<file path="src/rtl/bcs_pkg.sv">
// Shared types and kind-decode helpers for the bus cycle sequencer.
// Assumes kind codes 0..4 are the only legal ones.
package bcs_pkg;

    typedef enum logic [2:0] {
        TS_IDLE = 3'd0,
        TS_T1   = 3'd1,
        TS_T2   = 3'd2,
        TS_TW   = 3'd3,
        TS_T3   = 3'd4,
        TS_T4   = 3'd5
    } tstate_e;

    localparam logic [2:0] K_FETCH = 3'd0;
    localparam logic [2:0] K_MRD   = 3'd1;
    localparam logic [2:0] K_MWR   = 3'd2;
    localparam logic [2:0] K_IORD  = 3'd3;
    localparam logic [2:0] K_IOWR  = 3'd4;

    function automatic logic kind_ok(input logic [2:0] k);
        return k <= K_IOWR;
    endfunction

    function automatic logic kind_is_io(input logic [2:0] k);
        return (k == K_IORD) || (k == K_IOWR);
    endfunction

    function automatic logic kind_is_wr(input logic [2:0] k);
        return (k == K_MWR) || (k == K_IOWR);
    endfunction

    function automatic logic kind_is_fetch(input logic [2:0] k);
        return k == K_FETCH;
    endfunction

    function automatic logic kind_is_rd(input logic [2:0] k);
        return (k == K_FETCH) || (k == K_MRD) || (k == K_IORD);
    endfunction

endpackage

</file>
<file path="src/rtl/bcs_tstate_fsm.sv">
// T-state sequencer: accepts a request while idle, steps T1..T3 (T4 for
// fetches), inserts wait states while ready is low at the T2/TW sample,
// and emits a one-cycle done pulse after the last T-state.
// Assumes cur_fetch is the latched kind of the running cycle.
module bcs_tstate_fsm
    import bcs_pkg::*;
(
    input  logic       clk,
    input  logic       rst_n,
    input  logic       req_valid,
    input  logic [2:0] req_kind,
    input  logic       ready,
    input  logic       cur_fetch,
    output tstate_e    state,
    output logic       start,
    output logic       done
);

    tstate_e state_nx;
    logic    done_nx;

    // Accept a legal request only while idle.
    always_comb begin
        start = req_valid && (state == TS_IDLE) && kind_ok(req_kind);
    end

    // Next-state and completion decode.
    always_comb begin
        state_nx = state;
        done_nx  = 1'b0;
        case (state)
            TS_IDLE: if (start) state_nx = TS_T1;
            TS_T1:   state_nx = TS_T2;
            TS_T2:   state_nx = ready ? TS_T3 : TS_TW;
            TS_TW:   state_nx = ready ? TS_T3 : TS_TW;
            TS_T3: begin
                if (cur_fetch) begin
                    state_nx = TS_T4;
                end else begin
                    state_nx = TS_IDLE;
                    done_nx  = 1'b1;
                end
            end
            TS_T4: begin
                state_nx = TS_IDLE;
                done_nx  = 1'b1;
            end
            default: state_nx = TS_IDLE;
        endcase
    end

    // State and done registers.
    always_ff @(posedge clk) begin
        if (!rst_n) begin
            state <= TS_IDLE;
            done  <= 1'b0;
        end else begin
            state <= state_nx;
            done  <= done_nx;
        end
    end

    // Done is a single-cycle pulse.
    assert_done_pulse_R7: assert property (@(posedge clk) disable iff (!rst_n)
        done |=> !done);

    // A wait state is only entered from T2 or another wait state.
    assert_wait_entry_R8: assert property (@(posedge clk) disable iff (!rst_n)
        (state == TS_TW) |-> ($past(state) == TS_T2 || $past(state) == TS_TW));

endmodule

</file>
<file path="src/rtl/bcs_req_latch.sv">
// Request and read-data holding registers: captures kind, address and
// write byte on acceptance and takes the shared-line input at the edge
// that ends T3 of a read-type cycle.
// Assumes start is high only while the sequencer is idle.
module bcs_req_latch
    import bcs_pkg::*;
#(
    parameter int ADDR_W = 16,
    parameter int DATA_W = 8
) (
    input  logic              clk,
    input  logic              rst_n,
    input  logic              start,
    input  logic [2:0]        req_kind,
    input  logic [ADDR_W-1:0] req_addr,
    input  logic [DATA_W-1:0] wr_data,
    input  tstate_e           state,
    input  logic [DATA_W-1:0] ad_in,
    output logic [2:0]        lat_kind,
    output logic [ADDR_W-1:0] lat_addr,
    output logic [DATA_W-1:0] lat_wdata,
    output logic [DATA_W-1:0] rd_data
);

    // Hold the request for the length of the machine cycle.
    always_ff @(posedge clk) begin
        if (!rst_n) begin
            lat_kind  <= K_FETCH;
            lat_addr  <= '0;
            lat_wdata <= '0;
        end else if (start) begin
            lat_kind  <= req_kind;
            lat_addr  <= req_addr;
            lat_wdata <= wr_data;
        end
    end

    // Capture read data at the close of T3.
    always_ff @(posedge clk) begin
        if (!rst_n) begin
            rd_data <= '0;
        end else if (state == TS_T3 && kind_is_rd(lat_kind)) begin
            rd_data <= ad_in;
        end
    end

    // The request must not change under a running cycle.
    assert_req_held_R11: assert property (@(posedge clk) disable iff (!rst_n)
        (state != TS_IDLE) |=> $stable({lat_kind, lat_addr, lat_wdata}));

endmodule

</file>
<file path="src/rtl/bcs_pin_drive.sv">
// Pin decode: derives strobes, status, memory/IO select and the shared
// line drive from the current T-state and the latched request.
// Assumes outputs are sampled by the bus at the clock edges.
module bcs_pin_drive
    import bcs_pkg::*;
#(
    parameter int ADDR_W = 16,
    parameter int DATA_W = 8,
    localparam int HI_W  = ADDR_W - DATA_W
) (
    input  logic              clk,
    input  logic              rst_n,
    input  tstate_e           state,
    input  logic [2:0]        lat_kind,
    input  logic [ADDR_W-1:0] lat_addr,
    input  logic [DATA_W-1:0] lat_wdata,
    output logic [DATA_W-1:0] ad_out,
    output logic              ad_oe,
    output logic [HI_W-1:0]   addr_hi,
    output logic              ale,
    output logic              rd_n,
    output logic              wr_n,
    output logic              io_m_n,
    output logic              s1,
    output logic              s0,
    output logic              busy
);

    logic active;
    logic data_ph;
    logic is_wr;

    // Phase qualifiers.
    always_comb begin
        active  = (state != TS_IDLE);
        data_ph = (state == TS_T2) || (state == TS_TW) || (state == TS_T3);
        is_wr   = kind_is_wr(lat_kind);
    end

    // Address, status and select pins.
    always_comb begin
        busy    = active;
        ale     = (state == TS_T1);
        addr_hi = active ? lat_addr[ADDR_W-1:DATA_W] : '0;
        io_m_n  = active && kind_is_io(lat_kind);
        if (!active) begin
            {s1, s0} = 2'b00;
        end else if (kind_is_fetch(lat_kind)) begin
            {s1, s0} = 2'b11;
        end else if (is_wr) begin
            {s1, s0} = 2'b01;
        end else begin
            {s1, s0} = 2'b10;
        end
    end

    // Strobes and shared-line drive.
    always_comb begin
        rd_n  = !(data_ph && !is_wr);
        wr_n  = !(data_ph && is_wr);
        ad_oe = ale || (data_ph && is_wr);
        if (ale) begin
            ad_out = lat_addr[DATA_W-1:0];
        end else if (data_ph && is_wr) begin
            ad_out = lat_wdata;
        end else begin
            ad_out = '0;
        end
    end

    // Address strobe lasts exactly one cycle.
    assert_ale_single_R2: assert property (@(posedge clk) disable iff (!rst_n)
        ale |=> !ale);

    // Never drive the shared lines while the read strobe is active.
    assert_no_contention_R5: assert property (@(posedge clk) disable iff (!rst_n)
        !(!rd_n && ad_oe));

    // Read and write strobes are never active together.
    assert_strobe_excl_R6: assert property (@(posedge clk) disable iff (!rst_n)
        !(!rd_n && !wr_n));

endmodule

</file>
<file path="src/rtl/bus_cycle_seq.sv">
// Top of the multiplexed-bus machine-cycle sequencer: ties the T-state
// sequencer, request latch and pin decode together.
// Assumes an external tri-state buffer uses ad_out/ad_oe and returns
// the pin value on ad_in.
module bus_cycle_seq
    import bcs_pkg::*;
#(
    parameter int ADDR_W = 16,
    parameter int DATA_W = 8,
    localparam int HI_W  = ADDR_W - DATA_W
) (
    input  logic              clk,
    input  logic              rst_n,
    input  logic              req_valid,
    input  logic [2:0]        req_kind,
    input  logic [ADDR_W-1:0] req_addr,
    input  logic [DATA_W-1:0] wr_data,
    input  logic              ready,
    input  logic [DATA_W-1:0] ad_in,
    output logic [DATA_W-1:0] ad_out,
    output logic              ad_oe,
    output logic [HI_W-1:0]   addr_hi,
    output logic              ale,
    output logic              rd_n,
    output logic              wr_n,
    output logic              io_m_n,
    output logic              s1,
    output logic              s0,
    output logic              busy,
    output logic              done,
    output logic [DATA_W-1:0] rd_data
);

    tstate_e           state;
    logic              start;
    logic [2:0]        lat_kind;
    logic [ADDR_W-1:0] lat_addr;
    logic [DATA_W-1:0] lat_wdata;
    logic              cur_fetch;

    // Fetch flag for the sequencer's T4 decision.
    always_comb cur_fetch = kind_is_fetch(lat_kind);

    bcs_tstate_fsm u_fsm (
        .clk       (clk),
        .rst_n     (rst_n),
        .req_valid (req_valid),
        .req_kind  (req_kind),
        .ready     (ready),
        .cur_fetch (cur_fetch),
        .state     (state),
        .start     (start),
        .done      (done)
    );

    bcs_req_latch #(.ADDR_W(ADDR_W), .DATA_W(DATA_W)) u_latch (
        .clk       (clk),
        .rst_n     (rst_n),
        .start     (start),
        .req_kind  (req_kind),
        .req_addr  (req_addr),
        .wr_data   (wr_data),
        .state     (state),
        .ad_in     (ad_in),
        .lat_kind  (lat_kind),
        .lat_addr  (lat_addr),
        .lat_wdata (lat_wdata),
        .rd_data   (rd_data)
    );

    bcs_pin_drive #(.ADDR_W(ADDR_W), .DATA_W(DATA_W)) u_pins (
        .clk       (clk),
        .rst_n     (rst_n),
        .state     (state),
        .lat_kind  (lat_kind),
        .lat_addr  (lat_addr),
        .lat_wdata (lat_wdata),
        .ad_out    (ad_out),
        .ad_oe     (ad_oe),
        .addr_hi   (addr_hi),
        .ale       (ale),
        .rd_n      (rd_n),
        .wr_n      (wr_n),
        .io_m_n    (io_m_n),
        .s1        (s1),
        .s0        (s0),
        .busy      (busy)
    );

    // An accepted request shows up as T1 on the pins one cycle later.
    assert_start_to_ale_R2: assert property (@(posedge clk) disable iff (!rst_n)
        start |=> (ale && busy));

    // Status, select and high address stay put after T1.
    assert_status_stable_R4: assert property (@(posedge clk) disable iff (!rst_n)
        (busy && !ale) |-> $stable({s1, s0, io_m_n, addr_hi}));

endmodule

</file>
<file path="config.mk">
export PLATFORM = sky130hd
export DESIGN_NAME = bus_cycle_seq
export DESIGN_NICKNAME = d
export VERILOG_FILES = /design/src/rtl/bcs_pkg.sv /design/src/rtl/bcs_tstate_fsm.sv /design/src/rtl/bcs_req_latch.sv /design/src/rtl/bcs_pin_drive.sv /design/src/rtl/bus_cycle_seq.sv
export SDC_FILE = /design/constraint.sdc
export NUM_CORES = 1
export LEC_CHECK = 0
export CAP_MARGIN = 20
export CORE_ASPECT_RATIO = 0.7
export CORE_MARGIN = 3
export CORE_UTILIZATION = 49
export CTS_BUF_LIST = sky130_fd_sc_hd__clkbuf_2 sky130_fd_sc_hd__clkbuf_4 sky130_fd_sc_hd__clkbuf_8
export DETAILED_ROUTE_END_ITERATION = 16
export MAX_ROUTING_LAYER = met4
export PLACE_DENSITY = 0.94
export SKIP_LAST_GASP = 1
export SLEW_MARGIN = 25
export SYNTH_ARGS = -nofsm -noshare
export SYNTH_HDL_FRONTEND = slang
export SYNTH_SLANG_ARGS = --single-unit
</file>
<file path="constraint.sdc">
create_clock -name clk -period 5.1 [get_ports clk]
set_clock_uncertainty 0.1 [all_clocks]
set_input_delay 1.02 -clock clk [delete_from_list [all_inputs] [get_ports clk]]
set_output_delay 1.02 -clock clk [all_outputs]
set_load 0.01 [all_outputs]
</file>
After elaboration in Yosys (flattened, before gate mapping) --
Cells that the tools add are included.
Cells by class: magnitude comparators 1, equality and inequality tests 10, mux-type cells 15, reductions and logical operators 20
Operator list (number):
- $mux 8 | 3
- $eq 3x2->1 const B | 4
- $pmux 3 s4 | 1
- $eq 3x3->1 const B | 3
- $mux 3 | 3
- $logic_or 1x1->1 | 7
- $mux 1 | 7
- $eq 3x1->1 const B | 2
- $logic_and 1x1->1 | 6
- $logic_not 3->1 | 2
- $le 3x3->1 const B | 1
- $logic_not 1->1 | 3
- $reduce_bool 3->1 | 1
- $ne 2x2->1 const B | 1
- $pmux 1 s2 | 1
- $reduce_or 2->1 | 1
Storage, ports and cells: register bits 39, bits of input ports 39, output and inout bits 33

Logic depth before layout (Yosys ltp) --
Gate-level depths: netlist of the first run.
depth after elaboration 6, depth in mapped cells 6, mapped depth without buffers 3

Modules after synthesis --
From an unflattened synthesis of the first run, not the netlist that was laid out.
Second synthesis, totals: cell total of the unflattened synthesis 179, area, all modules 1778.0 um2
By module, submodules not included:
- bcs_req_latch | instances 1, cells each 123, area each 1343.8 um2
- bcs_pin_drive | instances 1, cells each 34, area each 239.0 um2
- bcs_tstate_fsm | instances 1, cells each 21, area each 185.2 um2
- bus_cycle_seq | instances 1, cells each 1, area each 10.0 um2

Worst setup path before layout of the first run --
Ideal clock, no wire load.
kind register -> output, start register u_fsm.state[1], end output port ad_out[0], arrival 1.412 ns, required time 3.980 ns, path slack 2.568 ns, cell stages (with the launch flop) 5, cells stage by stage dfxtp_1 buf_6 or3b_4 a211oi_4 a22o_1
Between the ends: word-level cells in the longest chain between the ends 6, elaborated cells on any way between the ends 9
RTL lines:
- from (decl) | RTL line bcs_tstate_fsm.sv:14 | output tstate_e state,
- from (signal assigned) | RTL line bcs_tstate_fsm.sv:58 | state <= state_nx;
- $eq 3x2->1 | RTL line bcs_pin_drive.sv:36 | data_ph = (state == TS_T2) || (state == TS_TW) || (state == TS_T3);
- $logic_or 1x1->1 (2 in a row) | RTL line bcs_pin_drive.sv:36
- $logic_and 1x1->1 | RTL line bcs_pin_drive.sv:64 | end else if (data_ph && is_wr) begin
- $mux 8 | RTL line bcs_pin_drive.sv:64
- $mux 8 * | RTL line bcs_pin_drive.sv:62 | if (ale) begin
- to (decl) | RTL line bus_cycle_seq.sv:20 | output logic [DATA_W-1:0] ad_out,
Mark *: on every way between the ends. The rest lies on a longest branch, timed or not.

Final worst setup path of the first run --
start register u_fsm.state[2], end output port ad_out[6]
The elaborated chain is that of the path after synthesis.

==> run_results.csv, run 1 <==
group,metric,value,unit
route,dr_total_vias,1737,
logic_synthesis,synth_flop_cell,"dfxtp_1",
logic_synthesis,synth_edf_count,0,
timing,hold_slack,360,ps
clocking,cts_tree,"yes",
setup_path,cpPeakStageDelay,560,ps
global_routing,grt_pass1_vias,1655,
setup_path,crit_fanout,12,
global_routing,grt-busiest-layer,"met2",
clocking,path_clk_slew,80,ps
job,maxCapViolations,0,
timing,fin_tns_setup,0,ps
setup_path,worstPathArrival,2520,ps
placed_design,io_buffers,71,
pwr,p_seq_share,38.8,%
global_routing,grt_max_degree,67,
worst_hold_path,hold_class,"flop to flop",
clocking,clk_latency,300,ps
floorplan,core.rowCount,18,
pwr,power_density,357,nW/µm²
route,vias_per_cell,5.28,
finish,nets,317,
logic_synthesis,async_reset_ff_share,0,%
pwr,p_leak,0.986,nW
floorplan,die_area,4630,µm²
timing,fin_crit,3640,ps
route,drtIter0Drc,165,
timing,finalHoldViolCount,0,
logic_synthesis,syn_nets,257,
clocking,cts_buffers,5,
setup_path,cp.depth,4,
global_routing,gr-total-overflow,0,
route,dr.pass1.iters,4,
clocking,cts.root.buffer_cell,"clkbuf_8",
pwr,switching_power,0.000277,W
floorplan,die_h,57.8,µm
logic_synthesis,yosysWarnings,0,
setup_path,cp_num_buf_inv,1,
global_routing,track_usage,22.2,%
setup_path,cpLargestDelayFamily,"compound AO/OA/AOI/OAI gates",
worst_hold_path,hold_depth,2,
clocking,htreeDepth,2,
logic_synthesis,synth_cells,218,
finish,layout-drive-gt1-share,5.38,%
logic_synthesis,synth_top_family_by_area,"simple AND/OR/NAND/NOR gates",
route,drc,0,
finish,nFillCells,267,
global_routing,grt_antenna_before_repair,0,
floorplan,die_w,80.0,µm
finish,multi_input_area,982,µm²
placed_design,pre_cts_ws,1800,ps
placed_design,place_congestion,0.919,
timing,max_freq,275,MHz
global_routing,met2_usage,35.1,%
floorplan,coreArea,3600,µm²
pwr,pwr-share-comb,28.8,%
outcome,status,"completed",
timing,setup_violations,0,
clocking,cts_repair_resize_count,0,
timing,max_slew_margin,41.6,%
logic_synthesis,synthMuxAreaShare,14.4,%
route,wl_per_cell,14.2,µm
pwr,vdd_drop_max,203,µV
setup_path,worstSetupPathType,"flop to primary output",
floorplan,initial_utilization,52.2,%
setup_path,crit_chain,"or3b_4 > a211oi_4 > a22o_1 > clkdlybuf4s50_1",
logic_synthesis,synth_fa_ha_area_share,0,%
setup_path,cp-start-kind,"flop",
logic_synthesis,synthDistinctLibCells,35,
finish,final-seq-area,781,µm²
logic_synthesis,synth_compound_area_share,13.2,%
setup_path,rr_worst_depth,4,
logic_synthesis,synth_area,1880,µm²
setup_path,required,3980,ps
floorplan,pin_count,72,
pwr,clockPowerShare,32.4,%
route,finalWirelength,4680,µm
placed_design,dp_hpwl,3150,µm
setup_path,cp-end-kind,"primary output",
timing,rsz0062_at_grt,"no",
finish,utilization,74.5,%
clocking,clkSinkCount,39,
timing,worst_pin_slew,872,ps
clocking,clockBufferDepth,2,
timing,postLayoutSetupSlackWorst,1460,ps
pwr,internal_power,0.000683,W
global_routing,met1_usage,27.0,%
clocking,postCtsSetupBuffers,0,
timing,final.period_utilization,71.4,%
logic_synthesis,ys_ff_latch,39,
setup_path,crit_path_top_delay_cell,"clkdlybuf4s50_1",
logic_synthesis,synthSimpleGateAreaFrac,24.2,%
finish,antenna_cells,0,
logic_synthesis,synth-xor-area-share,0.466,%
global_routing,grtUsageMet3,8.07,%
finish,syn2layout_area_growth,42.9,%
timing,final_max_slew_viol_count,0,
pwr,switching_share,28.9,%
clocking,postCtsHoldBufs,0,
logic_synthesis,synth.avg_cell_area,8.62,µm²
logic_synthesis,synth.yosys.seq_area_share,41.5,%
route,ant_nets,0,
global_routing,grt_pass1_wl,7680,µm
==> cells in the final DEF, fill, tap and decap left out, drive strengths merged <==
| cell type | count |
|---|---|
| a211oi | 3 |
| a21boi | 9 |
| a21o | 1 |
| a21oi | 2 |
| a22o | 8 |
| a22oi | 1 |
| and3 | 1 |
| and3b | 1 |
| buf | 2 |
| bufinv | 2 |
| clkbuf | 6 |
| clkdlybuf4s50 | 70 |
| dfxtp | 39 |
| inv | 2 |
| mux2i | 27 |
| nand2 | 58 |
| nand2b | 3 |
| nand3 | 9 |
| nand3b | 2 |
| nor2 | 5 |
| nor2b | 9 |
| nor3 | 3 |
| nor4 | 1 |
| nor4b | 1 |
| o21ai | 10 |
| or2 | 1 |
| or3b | 1 |
| or4b | 1 |
| xnor2 | 1 |
==> layer usage <==
metal | part of all wire (%) | vias to the layer above | wire length, µm
met2 | 48 | 58 | 2230
met5 | 0 | - | 0
met1 | 43 | 819 | 2030
met4 | 0.83 | 0 | 39
met3 | 8.1 | 7 | 378
li1 | - | 853 | -
==> through the flow <==
step | instance area, µm² | std cells | power [W]
global route | 2690 | 329 | 0.00101
finish | 2690 | 329 | 0.000960
CTS | 2680 | 329 | 0.000963
global placement | 2550 | 321 | 0.000648
detailed placement | 2550 | 321 | 0.000654
floorplan | 1880 | 218 | 0.000545
==> cells by family (layout without fill, tap and decap cells) <==
kind of cell,after synthesis,after routing
AND/OR/NAND/NOR,96,96
XOR/XNOR,1,1
flip-flops,39,39
multiplexers,27,27
buffers and inverters,21,82
AO/OA/AOI/OAI,34,34
==> Yosys cell counts, types with 2 or more instances <==
library cell,count,area share (%)
nand3_1,9,2.4
nor3_1,2,0.53
o21ai_1,8,2.1
nand2_1,58,12
a22o_1,8,3.7
nor2b_1,9,3.0
o21ai_0,2,0.53
nand3b_1,2,0.80
nor2_1,5,1.0
nand2b_1,3,1.0
dfxtp_1,39,42
clkbuf_1,10,2.0
buf_2,3,0.80
a21boi_1,8,3.2
a211oi_1,2,0.80
mux2i_1,27,14
buf_6,4,2.4
a21oi_1,2,0.53
==> path summary, 6_finish.rpt <==
kind / from / end / slack, ps
max reg2reg: u_fsm.state[2]$_SDFFE_PN0P_ / u_latch.lat_addr[3]$_SDFFE_PN0P_ / 2800
min: u_latch.lat_addr[14]$_SDFFE_PN0P_ / u_latch.lat_addr[14]$_SDFFE_PN0P_ / 360
max: u_fsm.state[2]$_SDFFE_PN0P_ / ad_out[6] / 1460
min reg2reg: u_latch.lat_addr[14]$_SDFFE_PN0P_ / u_latch.lat_addr[14]$_SDFFE_PN0P_ / 360
==> worst min-delay path, delay by kind of cell, from the launching register on <==
kind	cells	cell delay (ps)
and+or+nand+nor	1	50
muxes	1	50
DFF	1	310
==> registers in the layout (all words and copies together), names as in the netlist <==
name and count:
u_latch.lat_addr 16, u_latch.lat_wdata 8, u_fsm.done 1, u_latch.lat_kind 3, u_fsm.state 3, u_latch.rd_data 8
==> cell type report <==
type,instances,share of cell area [%]
multi-input cells,158,36.6
clock buffers,6,2.84
repair buffers,72,26.7
inverters,2,0.280
flip-flops and latches,39,29.1
clock inverters,2,2.24
well taps,50,2.33
==> power by group through the flow <==
stage          registers, W  logic (W)  clock network, W
5_1_grt            0.000377   0.000301          0.000329
3_3_place_gp       0.000377   0.000272                 0
2_1_floorplan      0.000358   0.000187                 0
6_report           0.000372   0.000277          0.000311
3_5_place_dp       0.000378   0.000275                 0
4_1_cts            0.000372   0.000278          0.000314
No activity file was read; power rests on OpenSTA's default activity.
==> run 2, diff against run 1 <==
--- a/config.mk
+++ b/config.mk
@@ -8,11 +8,11 @@
 export CAP_MARGIN = 20
 export CORE_ASPECT_RATIO = 0.7
 export CORE_MARGIN = 3
-export CORE_UTILIZATION = 49
+export CORE_UTILIZATION = 41
 export CTS_BUF_LIST = sky130_fd_sc_hd__clkbuf_2 sky130_fd_sc_hd__clkbuf_4 sky130_fd_sc_hd__clkbuf_8
 export DETAILED_ROUTE_END_ITERATION = 16
 export MAX_ROUTING_LAYER = met4
-export PLACE_DENSITY = 0.94
+export PLACE_DENSITY = 0.85
 export SKIP_LAST_GASP = 1
 export SLEW_MARGIN = 25
 export SYNTH_ARGS = -nofsm -noshare
==> constraint.sdc (replaced) <==
create_clock -name clk -period 3.3 [get_ports clk]
set_clock_uncertainty 0.1 [all_clocks]
set_input_delay 0.66 -clock clk [delete_from_list [all_inputs] [get_ports clk]]
set_output_delay 0.66 -clock clk [all_outputs]
set_load 0.01 [all_outputs]
==> run 2 against run 1 <==
Against the previous run:
- critical path depth rose by 1
- global-route usage fell by 3.7 points
- wire length rose by 2.2%
- critical endpoint unchanged
- sequential share of layout area fell by 0.081 points
- first-iteration DRC count fell by 60%
- largest cell class unchanged
- setup slack got worse by 1300 ps
==> run_results.csv, run 2 (synthesis gave the netlist of run 1 again) <==
group,metric,value,unit
outcome,status,"completed",
timing,final.period_utilization,95.6,%
route,dr.pass1.iters,4,
timing,postLayoutSetupSlackWorst,144,ps
setup_path,cp-end-kind,"primary output",
clocking,cts_tree,"yes",
clocking,cts.root.buffer_cell,"clkbuf_8",
clocking,clk_latency,290,ps
route,drtIter0Drc,66,
worst_hold_path,min_to,"u_latch.lat_addr[9]$_SDFFE_PN0P_",
timing,finalHoldViolCount,0,
finish,syn2layout_area_growth,43.3,%
setup_path,worstReg2RegEnd,"u_latch.lat_addr[5]$_SDFFE_PN0P_",
timing,fin_tns_setup,0,ps
placed_design,io_buffers,71,
route,wl_per_cell,14.3,µm
floorplan,die_h,62.6,µm
route,drc,0,
finish,layout-drive-gt1-share,6.74,%
floorplan,coreArea,4160,µm²
setup_path,reg2reg_slack,1300,ps
finish,layout_common_cells,"70 x clkdlybuf4s50_1, 58 x nand2_1, 39 x dfxtp_1",
pwr,finalPower,0.00136,W
global_routing,grt_max_degree,50,
pwr,switching_share,31.6,%
timing,final_max_slew_viol_count,0,
finish,antenna_cells,0,
setup_path,worstPathArrival,2400,ps
setup_path,cp-start-kind,"flop",
floorplan,pin_count,72,
route,dr_total_vias,1726,
finish,final-seq-area,781,µm²
floorplan,initial_utilization,45.2,%
pwr,switching_power,0.000429,W
finish,largestRegisters,"u_latch.lat_addr x16, u_latch.lat_wdata x8, u_latch.rd_data x8",
worst_hold_path,hold_class,"flop to flop",
finish,postLayoutCellArea,2690,µm²
pwr,internal_power,0.000930,W
floorplan,die_area,5450,µm²
finish,nFillCells,333,
placed_design,pre_cts_ws,350,ps
worst_hold_path,hold_start,"u_latch.lat_addr[9]$_SDFFE_PN0P_",
setup_path,required,2540,ps
pwr,p_leak,0.989,nW
timing,rsz0062_at_grt,"no",
finish,final_cells,334,
setup_path,rr_worst_depth,4,
clocking,htreeDepth,2,
placed_design,dp_hpwl,3320,µm
finish,multi_input_area,983,µm²
clocking,postCtsSetupBuffers,0,
floorplan,die_w,86.9,µm
global_routing,grt_antenna_before_repair,0,
pwr,p_seq_share,42.2,%
setup_path,timing.rr.start,"u_fsm.state[2]$_SDFFE_PN0P_",
timing,max_freq,317,MHz
global_routing,grt_pass1_vias,1638,
route,finalWirelength,4780,µm
finish,largest_reg_flops,16,
pwr,pwr-share-comb,33.7,%
global_routing,gr-total-overflow,0,
setup_path,crit_fanout,12,
setup_path,worstSetupPathType,"flop to primary output",
timing,max_slew_margin,53.6,%
pwr,vdd_drop_max,348,µV
worst_hold_path,hold_depth,2,
pwr,clockPowerShare,24.1,%
clocking,postCtsHoldBufs,0,
global_routing,grt_pass1_wl,7710,µm
route,ant_nets,0,
timing,fin_crit,3160,ps
placed_design,place_congestion,0.744,
floorplan,core.rowCount,19,
placed_design,placedCellCount,326,
timing,setup_violations,0,
clocking,clockBufferDepth,2,
finish,nets,321,
finish,final_common_cell,"clkdlybuf4s50_1",
global_routing,track_usage,18.5,%
placed_design,placed_area,2580,µm²
route,vias_per_cell,5.17,
job,maxCapViolations,0,
clocking,cts_buffers,5,
finish,top_register,"u_latch.lat_addr",
pwr,power_density,505,nW/µm²
clocking,path_clk_slew,70,ps
timing,worst_pin_slew,693,ps
clocking,cts_repair_resize_count,0,
clocking,clkSinkCount,39,
-- run 2: critical path, cell delays in order, from the launching register on --
cell             delay (ps)
dfxtp_1                 530
or3b_4                  460
a211oi_4                280
buf_12                  160
a22o_1                  140
clkdlybuf4s50_1         530
-- run 2: layer usage --
layer	wire, µm	up-vias	GRT usage (%)
met2	2230	49	27.7
met5	0	-	-
li1	-	867	-
met4	87	0	7.00
met1	2200	800	23.2
met3	272	10	5.67
-- run 2: how the worst max path moves through the flow --
stage / start / endpoint / slack, ps / depth (start not counted)
2_1_floorplan: u_fsm.state[1]$_SDFFE_PN0P_ / ad_out[0] / 1130 / 4
3_3_place_gp: u_fsm.state[2]$_SDFFE_PN0P_ / ad_out[1] / 390 / 4
3_5_place_dp: u_fsm.state[2]$_SDFFE_PN0P_ / ad_out[0] / 350 / 4
4_1_cts: u_fsm.state[2]$_SDFFE_PN0P_ / ad_out[2] / 0.03 / 4
5_1_grt: u_fsm.state[2]$_SDFFE_PN0P_ / ad_out[2] / 40 / 5
6_report: u_fsm.state[2]$_SDFFE_PN0P_ / ad_out[6] / 140 / 5
-- run 2: power groups by stage --
stage / Sequential, W / Combinational (W) / Clock, W
after floorplan: 0.000553 / 0.000289 / 0
after global placement: 0.000581 / 0.000447 / 0
after detailed placement: 0.000582 / 0.000452 / 0
after CTS: 0.000573 / 0.000458 / 0.000333
after global routing: 0.000582 / 0.000494 / 0.000362
final: 0.000574 / 0.000458 / 0.000328
-- run 2: per-stage QoR --
step / util [%] / hold WS (ps)
after global routing: 64.7 / 374
after CTS: 64.2 / 357
after floorplan: - / 330
after global placement: 62.1 / 337
after detailed placement: 62.1 / 343
final: 64.7 / 354
-- run 2: layout make-up --
| type | instances | area share (%) |
|---|---|---|
| repair buffers | 76 | 28.5 |
| clock buffers | 6 | 3.07 |
| multi-input cells | 158 | 36.5 |
| flip-flops and latches | 39 | 29.0 |
| well taps | 52 | 2.42 |
| clock inverters | 1 | 0.186 |
| inverters | 2 | 0.279 |
==> run 3, diff against run 2 <==
--- a/config.mk
+++ b/config.mk
@@ -6,13 +6,15 @@
 export NUM_CORES = 1
 export LEC_CHECK = 0
 export CAP_MARGIN = 20
+export CELL_PAD_IN_SITES_DETAIL_PLACEMENT = 0
+export CELL_PAD_IN_SITES_GLOBAL_PLACEMENT = 1
 export CORE_ASPECT_RATIO = 0.7
 export CORE_MARGIN = 3
-export CORE_UTILIZATION = 41
+export CORE_UTILIZATION = 29
 export CTS_BUF_LIST = sky130_fd_sc_hd__clkbuf_2 sky130_fd_sc_hd__clkbuf_4 sky130_fd_sc_hd__clkbuf_8
 export DETAILED_ROUTE_END_ITERATION = 16
 export MAX_ROUTING_LAYER = met4
-export PLACE_DENSITY = 0.85
+export PLACE_DENSITY = 0.83
 export SKIP_LAST_GASP = 1
 export SLEW_MARGIN = 25
 export SYNTH_ARGS = -nofsm -noshare
==> run 3 against run 2 <==
Against the previous run:
- non-clock buffer count unchanged
- count of clock-buffer cells in the layout unchanged
- final cell count increased by 7.2%
- critical path depth unchanged
- via count decreased by 2.9%
- critical path type unchanged
- highest routed layer unchanged
==> run_results.csv, run 3 (synthesis gave the netlist of run 1 again) <==
group,metric,value,unit
floorplan,core.rowCount,23,
global_routing,grt_max_degree,41,
global_routing,grt_antenna_before_repair,0,
global_routing,gr-total-overflow,0,
clocking,postCtsHoldBufs,0,
global_routing,track_usage,13.4,%
job,maxCapViolations,0,
floorplan,die_h,73.4,µm
timing,finalHoldViolCount,0,
finish,largestRegisters,"u_latch.lat_addr x16, u_latch.lat_wdata x8, u_latch.rd_data x8",
route,vias_per_cell,4.68,
finish,largest_reg_flops,16,
floorplan,die_w,102,µm
timing,hold_slack,354,ps
route,dr_total_vias,1676,
finish,final-seq-area,781,µm²
worst_hold_path,hold_start,"u_latch.lat_addr[15]$_SDFFE_PN0P_",
pwr,switching_power,0.000435,W
finish,postLayoutCellArea,2770,µm²
global_routing,grt_pass1_wl,7770,µm
setup_path,cpPeakStageDelay,540,ps
setup_path,crit_start,"u_fsm.state[2]$_SDFFE_PN0P_",
route,finalWirelength,4770,µm
route,dr.pass1.iters,4,
route,ant_nets,0,
clocking,path_clk_slew,80,ps
finish,utilization,46.3,%
finish,syn2layout_area_growth,47.4,%
finish,nFillCells,609,
setup_path,reg2reg_slack,1360,ps
timing,rsz0062_at_grt,"no",
timing,fin_crit,3140,ps
floorplan,die_area,7500,µm²
route,wl_per_cell,13.3,µm
floorplan,initial_utilization,31.4,%
finish,top_register,"u_latch.lat_addr",
pwr,vdd_drop_max,173,µV
route,drc,0,
timing,max_slew_margin,49.7,%
worst_hold_path,hold_class,"flop to flop",
setup_path,crit_fanout,12,
placed_design,dp_hpwl,3350,µm
pwr,pwr-share-comb,30.2,%
timing,fin_tns_setup,0,ps
pwr,power_density,546,nW/µm²
setup_path,worstPathArrival,2380,ps
finish,multi_input_area,983,µm²
finish,layout-drive-gt1-share,7.07,%
setup_path,crit_chain,"or3b_4 > a211oi_4 > buf_12 > a22o_1 > clkdlybuf4s50_1",
global_routing,grt_pass1_vias,1679,
timing,worst_pin_slew,753,ps
setup_path,worstSetupPathType,"flop to primary output",
setup_path,cp-start-kind,"flop",
floorplan,pin_count,72,
placed_design,placedCellCount,349,
clocking,htreeDepth,2,
clocking,cts_repair_resize_count,0,
timing,final.period_utilization,95.1,%
clocking,clkSinkCount,39,
placed_design,place_congestion,0.825,
pwr,p_leak,1.01,nW
setup_path,crit_path_top_delay_cell,"clkdlybuf4s50_1",
setup_path,worstReg2RegEnd,"u_latch.lat_wdata[3]$_SDFFE_PN0P_",
timing,final_max_slew_viol_count,0,
finish,nets,321,
setup_path,cp_num_buf_inv,2,
clocking,cts_tree,"yes",
setup_path,cpLargestDelayFamily,"buffers and inverters",
finish,final_cells,358,
finish,final_common_cell,"clkdlybuf4s50_1",
pwr,clockPowerShare,31.9,%
pwr,p_seq_share,37.9,%
pwr,switching_share,28.8,%
clocking,cts_buffers,5,
floorplan,coreArea,5990,µm²
clocking,clk_latency,290,ps
setup_path,required,2540,ps
setup_path,cp-end-kind,"primary output",
clocking,cts.root.buffer_cell,"clkbuf_8",
placed_design,placed_area,2610,µm²
timing,max_freq,319,MHz
timing,setup_violations,0,
finish,antenna_cells,0,
pwr,internal_power,0.00108,W
setup_path,timing.rr.start,"u_fsm.state[2]$_SDFFE_PN0P_",
setup_path,rr_worst_depth,4,
finish,layout_common_cells,"70 x clkdlybuf4s50_1, 58 x nand2_1, 39 x dfxtp_1",
worst_hold_path,min_to,"u_latch.lat_addr[15]$_SDFFE_PN0P_",
placed_design,io_buffers,71,
outcome,status,"completed",
worst_hold_path,hold_depth,2,
route,drtIter0Drc,42,
clocking,clockBufferDepth,2,
run 3: changes by cell type in the layout (fill, tap and decap cells not counted), sizes merged:
| cell | change |
|---|---|
| clkinv | -1 |
| bufinv | +2 |
run 3: timing repair:
item / CTS / global route
endpoints found under the hold margin: 0 / 0
setup endpoints to repair: 0 / 9
buffers inserted: 0 / 1
run 3: how the worst max path moves through the flow:
stage,to,slack [ps],cells past startpoint
global route,ad_out[5],80,5
floorplan,ad_out[0],1130,4
CTS,ad_out[0],20,4
finish,ad_out[5],160,5
global placement,ad_out[1],370,4
detailed placement,ad_out[0],360,4
run 3: power groups by stage:
stage	clock network, W	logic [W]	registers (W)
2_1_floorplan	0	0.000289	0.000553
3_3_place_gp	0	0.000457	0.000582
3_5_place_dp	0	0.000457	0.000582
4_1_cts	0.000494	0.000459	0.000572
5_1_grt	0.000514	0.000495	0.000583
6_report	0.000482	0.000457	0.000573
run 3: layer usage:
layer	vias up	global-route usage (%)	routed length [µm]
met4	0	3.49	35
li1	858	-	-
met2	42	20.5	2040
met3	5	3.98	282
met1	771	17.3	2410
met5	-	-	0
run 3: tightest hold or removal path: stages, from the launching register on:
cell and delay, ps:
dfxtp_1 310, nand2_1 50, mux2i_1 50
run 3: layout make-up:
cell class	count	share of cell area, %
inverter	2	0.271
tap	75	3.39
clock inverter	2	2.17
timing repair buffer	76	27.7
clock buffer	6	2.76
multi-input combinational	158	35.5
sequential	39	28.2
run 3: through the flow:
stage,setup WS [ps],total power [W]
floorplan,1130,0.000843
finish,163,0.00151
global placement,366,0.00104
global route,83.6,0.00159
detailed placement,357,0.00104
CTS,18.3,0.00153
